===== src/rtl/stat_irq_pkg.sv =====
package stat_irq_pkg;
  typedef enum logic [1:0] {
    SEL_CNT  = 2'd0,
    SEL_CTRL = 2'd1,
    SEL_STAT = 2'd2,
    SEL_NONE = 2'd3
  } reg_sel_e;
endpackage


===== src/rtl/stat_addr_dec.sv =====
module stat_addr_dec
  import stat_irq_pkg::*;
#(
  parameter int NUM_CNT = 8,
  parameter int ADDR_W  = 4,
  localparam int IDX_W  = (NUM_CNT > 1) ? $clog2(NUM_CNT) : 1
) (
  input  logic [ADDR_W-1:0]  addr_i,
  input  logic               we_i,
  output reg_sel_e           sel_o,
  output logic [IDX_W-1:0]   idx_o,
  output logic [NUM_CNT-1:0] dec_we_o,
  output logic               ctrl_we_o
);
  localparam logic [ADDR_W-1:0] CTRL_ADDR = ADDR_W'(NUM_CNT);
  localparam logic [ADDR_W-1:0] STAT_ADDR = ADDR_W'(NUM_CNT + 1);

  always_comb begin
    if (addr_i < CTRL_ADDR)       sel_o = SEL_CNT;
    else if (addr_i == CTRL_ADDR) sel_o = SEL_CTRL;
    else if (addr_i == STAT_ADDR) sel_o = SEL_STAT;
    else                          sel_o = SEL_NONE;
  end

  assign idx_o     = addr_i[IDX_W-1:0];
  assign ctrl_we_o = we_i && (sel_o == SEL_CTRL);

  for (genvar k = 0; k < NUM_CNT; k++) begin : g_dec
    assign dec_we_o[k] = we_i && (sel_o == SEL_CNT) && (idx_o == IDX_W'(k));
  end
endmodule


===== src/rtl/stat_counter.sv =====
module stat_counter #(
  parameter int CNT_W = 32,
  localparam int EXT_W = CNT_W + 2
) (
  input  logic             clk_i,
  input  logic             rst_ni,
  input  logic             inc_i,
  input  logic             dec_i,
  input  logic [CNT_W-1:0] dec_val_i,
  output logic [CNT_W-1:0] cnt_o,
  output logic             msb_o
);
  localparam logic [CNT_W-1:0] CNT_MAX = '1;

  logic [CNT_W-1:0] cnt_q, cnt_d;
  logic [EXT_W-1:0] sum;

  // two guard bits: top = borrow, next = carry past all ones
  always_comb begin
    sum = {2'b00, cnt_q} + {{(EXT_W-1){1'b0}}, inc_i}
        - (dec_i ? {2'b00, dec_val_i} : '0);
    if (sum[EXT_W-1])   cnt_d = '0;
    else if (sum[CNT_W]) cnt_d = CNT_MAX;
    else                 cnt_d = sum[CNT_W-1:0];
  end

  always_ff @(posedge clk_i or negedge rst_ni) begin
    if (!rst_ni) cnt_q <= '0;
    else         cnt_q <= cnt_d;
  end

  assign cnt_o = cnt_q;
  assign msb_o = cnt_q[CNT_W-1];

  AST_INC_ONE: assert property (@(posedge clk_i) disable iff (!rst_ni)
    (inc_i && !dec_i && cnt_q != CNT_MAX) |=> cnt_q == $past(cnt_q) + 1'b1);
  AST_IDLE_HOLD: assert property (@(posedge clk_i) disable iff (!rst_ni)
    (!inc_i && !dec_i) |=> $stable(cnt_q));
  AST_SAT_HOLD: assert property (@(posedge clk_i) disable iff (!rst_ni)
    (inc_i && !dec_i && cnt_q == CNT_MAX) |=> cnt_q == CNT_MAX);
  AST_DEC_SUB: assert property (@(posedge clk_i) disable iff (!rst_ni)
    (dec_i && !inc_i && dec_val_i <= cnt_q) |=> cnt_q == $past(cnt_q) - $past(dec_val_i));
  AST_DEC_FLOOR: assert property (@(posedge clk_i) disable iff (!rst_ni)
    (dec_i && !inc_i && dec_val_i > cnt_q) |=> cnt_q == '0);
endmodule


===== src/rtl/stat_irq_ctrl.sv =====
module stat_irq_ctrl #(
  parameter int NUM_CNT = 8
) (
  input  logic               clk_i,
  input  logic               rst_ni,
  input  logic               ctrl_we_i,
  input  logic               ctrl_wbit_i,
  input  logic [NUM_CNT-1:0] msb_i,
  output logic               en_o,
  output logic               raw_o,
  output logic               irq_o
);
  logic en_q;

  always_ff @(posedge clk_i or negedge rst_ni) begin
    if (!rst_ni)        en_q <= 1'b0;
    else if (ctrl_we_i) en_q <= ctrl_wbit_i;
  end

  assign en_o  = en_q;
  assign raw_o = |msb_i;
  assign irq_o = en_q & raw_o;

  AST_EN_WRITE: assert property (@(posedge clk_i) disable iff (!rst_ni)
    ctrl_we_i |=> en_q == $past(ctrl_wbit_i));
  AST_EN_KEEP: assert property (@(posedge clk_i) disable iff (!rst_ni)
    !ctrl_we_i |=> $stable(en_q));
endmodule


===== src/rtl/stat_irq_bank.sv =====
module stat_irq_bank
  import stat_irq_pkg::*;
#(
  parameter int NUM_CNT = 8,
  parameter int CNT_W   = 32,
  parameter int ADDR_W  = 4,
  localparam int IDX_W  = (NUM_CNT > 1) ? $clog2(NUM_CNT) : 1
) (
  input  logic               clk_i,
  input  logic               rst_ni,
  input  logic [NUM_CNT-1:0] evt_i,
  input  logic               reg_we_i,
  input  logic [ADDR_W-1:0]  reg_addr_i,
  input  logic [CNT_W-1:0]   reg_wdata_i,
  output logic [CNT_W-1:0]   reg_rdata_o,
  output logic               irq_o
);
  reg_sel_e           sel;
  logic [IDX_W-1:0]   idx;
  logic [NUM_CNT-1:0] dec_we;
  logic               ctrl_we;
  logic [NUM_CNT-1:0] msb;
  logic [CNT_W-1:0]   cnt [NUM_CNT];
  logic               en, raw;

  stat_addr_dec #(.NUM_CNT(NUM_CNT), .ADDR_W(ADDR_W)) u_dec (
    .addr_i   (reg_addr_i),
    .we_i     (reg_we_i),
    .sel_o    (sel),
    .idx_o    (idx),
    .dec_we_o (dec_we),
    .ctrl_we_o(ctrl_we)
  );

  for (genvar k = 0; k < NUM_CNT; k++) begin : g_cnt
    stat_counter #(.CNT_W(CNT_W)) u_cnt (
      .clk_i    (clk_i),
      .rst_ni   (rst_ni),
      .inc_i    (evt_i[k]),
      .dec_i    (dec_we[k]),
      .dec_val_i(reg_wdata_i),
      .cnt_o    (cnt[k]),
      .msb_o    (msb[k])
    );
  end

  stat_irq_ctrl #(.NUM_CNT(NUM_CNT)) u_irq (
    .clk_i      (clk_i),
    .rst_ni     (rst_ni),
    .ctrl_we_i  (ctrl_we),
    .ctrl_wbit_i(reg_wdata_i[0]),
    .msb_i      (msb),
    .en_o       (en),
    .raw_o      (raw),
    .irq_o      (irq_o)
  );

  always_comb begin
    unique case (sel)
      SEL_CNT:  reg_rdata_o = cnt[idx];
      SEL_CTRL: reg_rdata_o = {{(CNT_W-1){1'b0}}, en};
      SEL_STAT: reg_rdata_o = {{(CNT_W-1){1'b0}}, raw};
      default:  reg_rdata_o = '0;
    endcase
  end

  // MSB can only appear through strobes and vanish through decrement writes
  AST_RAW_RISE_SRC: assert property (@(posedge clk_i) disable iff (!rst_ni)
    $rose(raw) |-> $past(|evt_i));
  AST_RAW_FALL_SRC: assert property (@(posedge clk_i) disable iff (!rst_ni)
    $fell(raw) |-> $past(|dec_we));
endmodule


===== config.mk =====
export PLATFORM = sky130hd
export DESIGN_NAME = stat_irq_bank
export DESIGN_NICKNAME = d
export VERILOG_FILES = /design/src/rtl/stat_irq_pkg.sv /design/src/rtl/stat_addr_dec.sv /design/src/rtl/stat_counter.sv /design/src/rtl/stat_irq_ctrl.sv /design/src/rtl/stat_irq_bank.sv
export SDC_FILE = /design/constraint.sdc
export NUM_CORES = 1
export LEC_CHECK = 0
export BUFFER_PORTS_ARGS = -buffer_cell sky130_fd_sc_hd__buf_2
export CORE_MARGIN = 2
export CORE_UTILIZATION = 50
export DETAILED_ROUTE_END_ITERATION = 6
export HOLD_SLACK_MARGIN = 0.03
export PLACE_DENSITY = 0.66
export SLEW_MARGIN = 20
export SYNTH_ARGS = -nofsm -noshare
export SYNTH_HDL_FRONTEND = slang
export SYNTH_HIERARCHICAL = 1
export SYNTH_SLANG_ARGS = --single-unit

===== constraint.sdc =====
create_clock -name clk_i -period 5.07 [get_ports clk_i]
set_clock_uncertainty 0.15 [all_clocks]
set_input_delay 1.014 -clock clk_i [delete_from_list [all_inputs] [get_ports clk_i]]
set_output_delay 1.014 -clock clk_i [all_outputs]
set_load 0.01 [all_outputs]

# Word-level counts from Yosys, hierarchy flattened
# Cells that the tools add are included.
# classes
order_cmp	2
muxes	31
reduce_logical	13
n_eq_ne	11
addsub	16
n_bitwise	2
# op_table
op	n
32-bit two-way mux	26
34-bit subtractor	8
32-bit by 1-bit adder with 33-bit output	8
32-bit binary-select mux with 3-bit select	1
32-bit one-hot mux with 3 select lines	1
3-bit equality test, second input constant	4
1-bit logical AND	10
4-bit equality test, second input constant	2
8-bit OR reduction	1
3-bit by 2-bit equality test with 1-bit output, second input constant	2
4-bit >= comparator, second input constant	1
4-bit less-than comparator, second input constant	1
2-bit two-way mux	2
3-bit NOT with 4-bit output	1
3-bit by 1-bit equality test with 1-bit output, second input constant	1
3-bit zero test	1
2-bit by 1-bit equality test with 1-bit output, second input constant	1
2-bit equality test, second input constant	1
2-bit zero test	1
1-bit AND	1
1-bit two-way mux	1
# totals
word_cells	84
ff_bits	257

# Logic depth before layout (Yosys ltp)
# Gate-level depths: netlist of the first run.
# depth
depth_word	11
depth_mapped	18
mapped_depth_nobuf	16

# Hierarchy
# Netlist of the first run, hierarchy kept.
# modules_own_cells
mod	instances	cells_per_inst	area_each_um2
stat_counter (g_cnt[5].u_cnt ...)	3	391	3409.5
stat_counter (g_cnt[1].u_cnt ...)	2	389	3474.6
stat_counter (g_cnt[3].u_cnt)	1	388	3588.4
stat_counter (g_cnt[4].u_cnt)	1	410	3484.6
stat_counter (g_cnt[0].u_cnt)	1	390	3477.1
stat_irq_bank	1	162	2088.3
stat_addr_dec	1	21	131.4
stat_irq_ctrl	1	6	60.1

# Worst setup path before layout of the first run
# No wires, ideal clock.
# synth_path
kind	input -> register
start	input reg_addr_i[2]
end	register g_cnt[6].u_cnt.cnt_q[30]
setup_time_ns	0.129
arrival_ns	4.732
cell_stages	17
slack_ns	0.059
n_path_buf	3
cell_sequence	clkbuf_2 > nand2b_1 > nor3_1 > clkbuf_1 > nand2_1 > ha_1 > fa_1 > a21o_1 > a221o_1 > o211ai_2 > nand2_2 > a41o_1 > or4_1 > a31oi_1 > xnor2_1 > buf_6 > a21oi_2
# synth_between
elab_chain_cells	11
word_cells_on_any_way	14
# synth_lines
element	line_no	text
start: declaration	stat_irq_bank.sv:13	input logic [ADDR_W-1:0] reg_addr_i,
4-bit equality test	stat_addr_dec.sv:21	else if (addr_i == STAT_ADDR) sel_o = SEL_STAT;
1-bit two-way mux	stat_addr_dec.sv:21	
2-bit two-way mux	stat_addr_dec.sv:20	else if (addr_i == CTRL_ADDR) sel_o = SEL_CTRL;
2-bit two-way mux	stat_addr_dec.sv:19	if (addr_i < CTRL_ADDR) sel_o = SEL_CNT;
2-bit zero test	stat_addr_dec.sv:29	assign dec_we_o[k] = we_i && (sel_o == SEL_CNT) && (idx_o == IDX_W'(k));
1-bit logical AND	stat_addr_dec.sv:29	
1-bit logical AND *	stat_addr_dec.sv:29	
named net dec_we[6]	stat_irq_bank.sv:20	logic [NUM_CNT-1:0] dec_we;
32-bit two-way mux *	stat_counter.sv:21	- (dec_i ? {2'b00, dec_val_i} : '0);
34-bit subtractor *	stat_counter.sv:21	
32-bit two-way mux	stat_counter.sv:23	else if (sum[CNT_W]) cnt_d = CNT_MAX;
32-bit two-way mux *	stat_counter.sv:22	if (sum[EXT_W-1]) cnt_d = '0;
named net g_cnt[6].u_cnt.cnt_d[30]	stat_counter.sv:15	logic [CNT_W-1:0] cnt_q, cnt_d;
end signal: assignment	stat_counter.sv:29	else cnt_q <= cnt_d;
end: declaration	stat_counter.sv:15	
# Mark *: on every way through the listed nets, which the timed path passes. The rest lies on a longest branch.
# A chain may end at the register's enable or synchronous reset.

# Worst setup path after layout of the first run
# layout_path
start	input reg_addr_i[3]
end	register g_cnt[6].u_cnt.cnt_q[0]
# layout_between
elab_chain_cells	11
word_cells_on_any_way	13
# layout_lines
element	line_no
4-bit equality test	stat_addr_dec.sv:21
1-bit two-way mux	stat_addr_dec.sv:21
2-bit two-way mux	stat_addr_dec.sv:20
2-bit two-way mux *	stat_addr_dec.sv:19
2-bit zero test *	stat_addr_dec.sv:29
1-bit logical AND * (2 in series)	stat_addr_dec.sv:29
named net dec_we[6]	stat_irq_bank.sv:20
32-bit two-way mux *	stat_counter.sv:21
34-bit subtractor *	stat_counter.sv:21
32-bit two-way mux	stat_counter.sv:23
32-bit two-way mux *	stat_counter.sv:22
named net g_cnt[6].u_cnt.cnt_d[0]	stat_counter.sv:15
# Marked as above.

==> results of run 1 <==
worst max path at each step:
stage                                           to  slack, ps          start
after floorplan           g_cnt[6].u_cnt/cnt_o[30]         60  reg_addr_i[2]
after global placement     g_cnt[6].u_cnt/cnt_o[0]       -360  reg_addr_i[3]
after detailed placement   g_cnt[6].u_cnt/cnt_o[0]       -400  reg_addr_i[3]
after CTS                           reg_rdata_o[8]        120  reg_addr_i[0]
after global routing       g_cnt[6].u_cnt/cnt_o[0]         10  reg_addr_i[3]
final                      g_cnt[6].u_cnt/cnt_o[0]        150  reg_addr_i[3]
layout by cell type (no fill, tap or decap), types with 22 or more instances in the layout:
cell type	count
nor2b_1	35
mux4_2	62
a211o_1	25
buf_2	76
a21oi_2	125
a31oi_1	28
o21ai_1	32
mux2i_1	35
inv_1	87
dfrtp_1	257
clkbuf_16	37
nor2_1	172
a21o_1	97
o21a_1	119
a21oi_1	294
o21bai_1	22
buf_12	22
o21ai_0	110
xor2_1	92
nor3_1	47
xnor2_1	128
nand2_1	453
nand3_1	46
nand4_1	33
ha_1	512
buf_4	541
kinds of logic after synthesis:
family	after synthesis	share of synthesized area, %
and+or+nand+nor	935	14.4
AOI/OAI and AO/OA	1035	24.4
xor gates and xnor gates	225	6.63
buffers and inverters	248	4.80
adders and majority gates	528	22.4
DFF	257	21.4
muxes	100	5.93
registers in the layout, summed over array words and instances (netlist names):
signal,count
u_irq/en_o,1
g_cnt.u_cnt/cnt_o,256
per-layer routing:
layer	routed length [µm]	up-vias	part of all wire [%]	GRT usage (%)
met3	6420	197	6.2	4.95
met2	49100	894	47	56.7
met5	12	-	0.012	0
met4	4730	2	4.6	14.3
met1	43500	13700	42	41.7
li1	-	13300	-	-
cells in the mapped netlist, types with 22 or more instances:
master	instances	share of area (%)
clkbuf_1	57	0.71
nand4_1	33	0.69
a211o_1	25	0.73
nand2_1	453	5.7
a31oi_1	29	0.60
nor3_1	51	0.85
dfrtp_1	257	21
ha_1	512	21
a21oi_2	125	3.6
nand3_1	46	0.77
nor2_1	175	2.2
o21ai_0	110	1.8
mux4_2	62	4.7
xnor2_1	132	3.9
nor2b_1	35	0.73
o21ai_1	32	0.53
a21o_1	97	2.4
o21bai_1	22	0.55
inv_1	87	1.1
buf_2	27	0.45
xor2_1	92	2.7
buf_6	40	1.5
o21a_1	119	3.0
mux2i_1	35	1.2
a21oi_1	294	4.9
what timing repair did:
item                                    4_1_cts  5_1_grt
endpoints found under the setup margin        1        2
gates resized for setup                       1        2
pin swaps                                     0        0
gates cloned                                  0        0
worst register-to-register path, cell delays in order, from the launching register on:
cell and delay (ps):
dfrtp_1 370, inv_1 50, ha_1 280, inv_1 50, ha_1 210, fa_1 470
a21o_1 200, a221o_1 330, o211ai_2 270, nand2_2 130, a41o_1 280, or4_1 400
a31oi_1 280, xnor2_2 180, buf_12 260, a21oi_1 130
cell type report:
class,count,area [µm²]
flip-flops and latches,257,6430
repair buffers,642,4920
well taps,773,967
inverters,94,357
fillers,5123,23100
clock buffers,51,1030
multi-input cells,2823,22200
clock inverters,13,123
per-stage QoR:
stage               setup WS, ps  utilization [%]  TNS [ps]  instances
floorplan                   58.9                -         0       3328
global placement            -364             59.0    -31930       4589
detailed placement          -402             59.0    -41690       4589
CTS                          122             61.0         0       4653
global route                9.72             61.0         0       4653
finish                       148             61.0         0       4653
==> summary.md, run 1 <==
| Metric | Value |
|---|---|
| Max Cap Viol | 0 |
| Seq/Total Area, Yosys | 21.4% |
| Top FF cell, synth | dfrtp_1 |
| Initial DRC count | 1904 |
| Hold buffer count at CTS | 0 |
| # H-tree levels | 2 |
| Final period util | 97.1% |
| Critical R2R Capture | g_cnt[6].u_cnt/cnt_o[0] |
| Die Ht | 249 µm |
| Clk slew on worst S/H paths | 50 ps |
| Post-synth EDFFs | 0 |
| Dpl cell area | 34900 µm² |
| 1st-pass router iterations | 7 |
| Gpl congestion | 1.02 |
| Critical Path Slowest Stage Cell | fa_1 |
| Final #Nets | 4429 |
| Avg Inst Size Synth | 9.02 µm² |
| RSZ-0062 raised after global routing | no |
| HPWL after detailed placement | 85300 µm |
| Layout cell share with drive strength beyond 1 | 25.5% |
| Syn Nets | 3903 |
| Area of the mapped netlist | 30000 µm² |
| Vias | 28100 |
| First-pass GRT wire length | 162000 µm |
| Worst hold path class | input port to async pin |
| Final setup viols | 0 |
| Worst-margin pin slew | 1100 ps |
| Via/cell ratio | 6.04 |
| Critical path type | input port to flop |
| Core area | 59100 µm² |
| Post-route design area | 36100 µm² |
| Critical-path cell list | buf_2 -> nand2b_1 -> nor3_2 -> buf_4 -> and2_1 -> ha_1 -> inv_1 -> ha_1 -> fa_1 -> a21o_1 -> a221o_1 -> o211ai_2 -> nand2_2 -> a41o_1 -> or4_1 -> a31oi_1 -> xnor2_2 -> buf_12 -> a21oi_1 |
| Arr. time, crit path | 5220 ps |
| Vias in the first global route | 29100 |
| CP bufs+invs | 4 |
| Hold Vio Cnt, Final | 0 |
| Slew headroom | 26.9% |
| Reg2reg start | g_cnt[6].u_cnt/cnt_o[0] |
| Flop2flop setup slack | 900 ps |
| Gr ovfl total | 0 |
| Outcome | finished clean |
| Die ar. | 62000 µm² |
| Largest net degree at the start of global routing | 96 |
| Die Wd | 249 µm |
| Initial Util | 50.7% |
| Maximum fanout along the worst path | 31 |
| Antenna violations before repair | 2 |
| Worst-skew pair later-pin latency | 570 ps |
| Largest delay contributor family on the critical path | compound AO/OA/AOI/OAI gates |
| Area grow syn2layout | 20.2% |
| Root Buffer | clkbuf_16 |
| Most common cell on crit path | ha_1 |
| TritonCTS buffer count | 36 |
| Clock Sinks | 257 |
| Drt total wl | 104000 µm |
| Remaining DRCs | 0 |
| Flops & latches, synth | 257 |
| Startpoint types | input port |
| CTS Buffer Depth | 3 |
| Setup repair bufs after CTS | 0 |
| Total track usage | 33.2% |
| Yosys warning total | 6 |
| Number of cells on the critical path | 19 |
| Row count | 89 |
| Port Buffer Count | 79 |
| Final Max Tran Viols | 0 |
| Antenna-violating nets left | 0 |
| Async SR Flop Fraction | 100% |
| Critical Path Sink Type | flop |
| CP max stage delay | 470 ps |
| CP required | 5360 ps |
| WL/cell | 22.3 µm |
| Cell variety after synth | 110 |
| CTS tree | built |
| Cells after synthesis | 3328 |
| Min Tclk post-route | 4920 ps |
| Hold WS | 318 ps |
| N_diodes | 0 |
| FF-to-FF path depth | 15 |
| Max Clk Rate | 203 MHz |
| IO Pins | 80 |
Power of run 1 is left out: the tool's default activity adds up to more than one toggle a clock period on the data nets, which glitch-free logic cannot reach.
==> inputs of run 2 (changes only) <==
--- a/config.mk
+++ b/config.mk
@@ -8,6 +8,7 @@
 export BUFFER_PORTS_ARGS = -buffer_cell sky130_fd_sc_hd__buf_2
 export CORE_MARGIN = 2
 export CORE_UTILIZATION = 50
+export CTS_BUF_LIST = sky130_fd_sc_hd__clkbuf_8
 export DETAILED_ROUTE_END_ITERATION = 6
 export HOLD_SLACK_MARGIN = 0.03
 export PLACE_DENSITY = 0.66
==> run 2 against run 1 <==
- worst hold slack got worse by 100 ps
- register-to-register slack about the same
- routed wire length is 0.28% higher
- non-clock buffer count unchanged
- final cell count is 0.69% higher
- design area is essentially flat
- critical path type unchanged
- critical endpoint unchanged
- largest cell class unchanged
==> summary.md, run 2 (synthesis gave the netlist of run 1 again) <==
| Metric | Value |
|---|---|
| Outcome | finished clean |
| Core area | 59100 µm² |
| CTS Buffer Depth | 3 |
| Filler Cells Inserted | 5155 |
| Root Buffer | clkbuf_8 |
| Clk slew on worst S/H paths | 60 ps |
| Worst-margin pin slew | 1100 ps |
| Die Ht | 249 µm |
| CTS tree | built |
| Total track usage | 33.3% |
| Final #Nets | 4445 |
| Setup repair bufs after CTS | 0 |
| Maximum fanout along the worst path | 31 |
| Remaining DRCs | 0 |
| Antenna-violating nets left | 0 |
| Critical-path cell list | buf_2 -> nand2b_1 -> nor3_2 -> buf_4 -> and2_1 -> ha_1 -> inv_1 -> ha_1 -> fa_1 -> a21o_1 -> a221o_1 -> o211ai_2 -> nand2_2 -> a41o_1 -> or4_1 -> a31oi_1 -> xnor2_2 -> buf_12 -> a21oi_1 |
| Max Clk Rate | 207 MHz |
| Worst hold path class | input port to async pin |
| Critical Path Sink Type | flop |
| RSZ-0062 raised after global routing | no |
| 1st-pass router iterations | 6 |
| Critical path type | input port to flop |
| Min Tclk post-route | 4820 ps |
| Most common cell after layout, fill and taps aside | buf_4 |
| Initial DRC count | 1905 |
| Max Cap Viol | 0 |
| Hold WS | 217 ps |
| Drt total wl | 104000 µm |
| Commonest cells after routing, fill and taps aside | buf_4, ha_1, nand2_1, a21oi_1, dfrtp_1 |
| Largest net degree at the start of global routing | 96 |
| TritonCTS buffer count | 52 |
| IO Pins | 80 |
| Gr ovfl total | 0 |
| Initial Util | 50.7% |
| Antenna violations before repair | 3 |
| Arr. time, crit path | 5220 ps |
| Row count | 89 |
| Startpoint types | input port |
| Vias | 28200 |
| # H-tree levels | 2 |
| Worst-skew pair later-pin latency | 680 ps |
| CP required | 5470 ps |
| Hold buffer count at CTS | 0 |
| First-pass GRT wire length | 162000 µm |
| Final setup viols | 0 |
| Gpl congestion | 1.02 |
| Largest delay contributor family on the critical path | compound AO/OA/AOI/OAI gates |
| Slew headroom | 26.7% |
| Final Max Tran Viols | 0 |
| WL/cell | 22.2 µm |
| Via/cell ratio | 6.02 |
| HPWL after detailed placement | 85300 µm |
| Port Buffer Count | 79 |
| Hold Vio Cnt, Final | 0 |
| Die Wd | 249 µm |
| Final period util | 95.1% |
| CP bufs+invs | 4 |
| Die ar. | 62000 µm² |
| Most common cell on crit path | ha_1 |
| Max FFs per register | 256 |
| Vias in the first global route | 29200 |
| Layout cell share with drive strength beyond 1 | 26.0% |
| Clock Sinks | 257 |
| Critical Path Slowest Stage Cell | fa_1 |
| Area grow syn2layout | 20.1% |
| CP max stage delay | 470 ps |
## run 2: final timing paths
check | from | end | slack [ps] | cells after the start
min reg2reg | u_irq/en_o | u_irq/en_o | 390 | 1
max reg2reg | g_cnt[6].u_cnt/cnt_o[0] | g_cnt[6].u_cnt/cnt_o[0] | 900 | 15
max | reg_addr_i[3] | g_cnt[6].u_cnt/cnt_o[0] | 250 | 19
min | rst_ni | g_cnt[6].u_cnt/cnt_o[0] | 220 | 1
min in group clk_i | u_irq/en_o | u_irq/en_o | 390 | 1
max in group asynchronous | rst_ni | g_cnt[2].u_cnt/cnt_o[20] | 3490 | 2
## run 2: stage by stage
step	area, µm²	utilization, %	setup WS (ps)	TNS, ps	cells
final	36000	61.0	247	0	4685
after global routing	36000	61.0	94.1	0	4685
after CTS	36000	61.0	122	0	4684
after detailed placement	34900	59.0	-402	-41690	4589
after global placement	34900	59.0	-364	-31930	4589
after floorplan	30000	-	58.9	0	3328
## run 2: cell type report
class / instances / area (µm²) / share of cell area, %
Timing Repair Buffer: 642 / 4920 / 13.6
Antenna cell: 1 / 2.50 / 0.00694
Clock inverter: 18 / 80.1 / 0.222
Multi-Input combinational cell: 2823 / 22200 / 61.7
Tap cell: 773 / 967 / 2.68
Clock buffer: 77 / 1060 / 2.94
Inverter: 94 / 357 / 0.989
Sequential cell: 257 / 6430 / 17.8
## run 2: routing by layer
metal | global-route usage [%] | vias to the layer above | wire (µm)
met5 | 0 | - | 12
met4 | 14.5 | 2 | 4800
met3 | 4.95 | 213 | 6450
met2 | 56.6 | 895 | 49100
met1 | 41.9 | 13800 | 43600
li1 | - | 13300 | -
## run 2: what timing repair did
item	4_1_cts	5_1_grt
pin swaps	0	0
resized for setup	1	1
endpoints found under the setup margin	1	1
Power of run 2 is left out for the same reason.
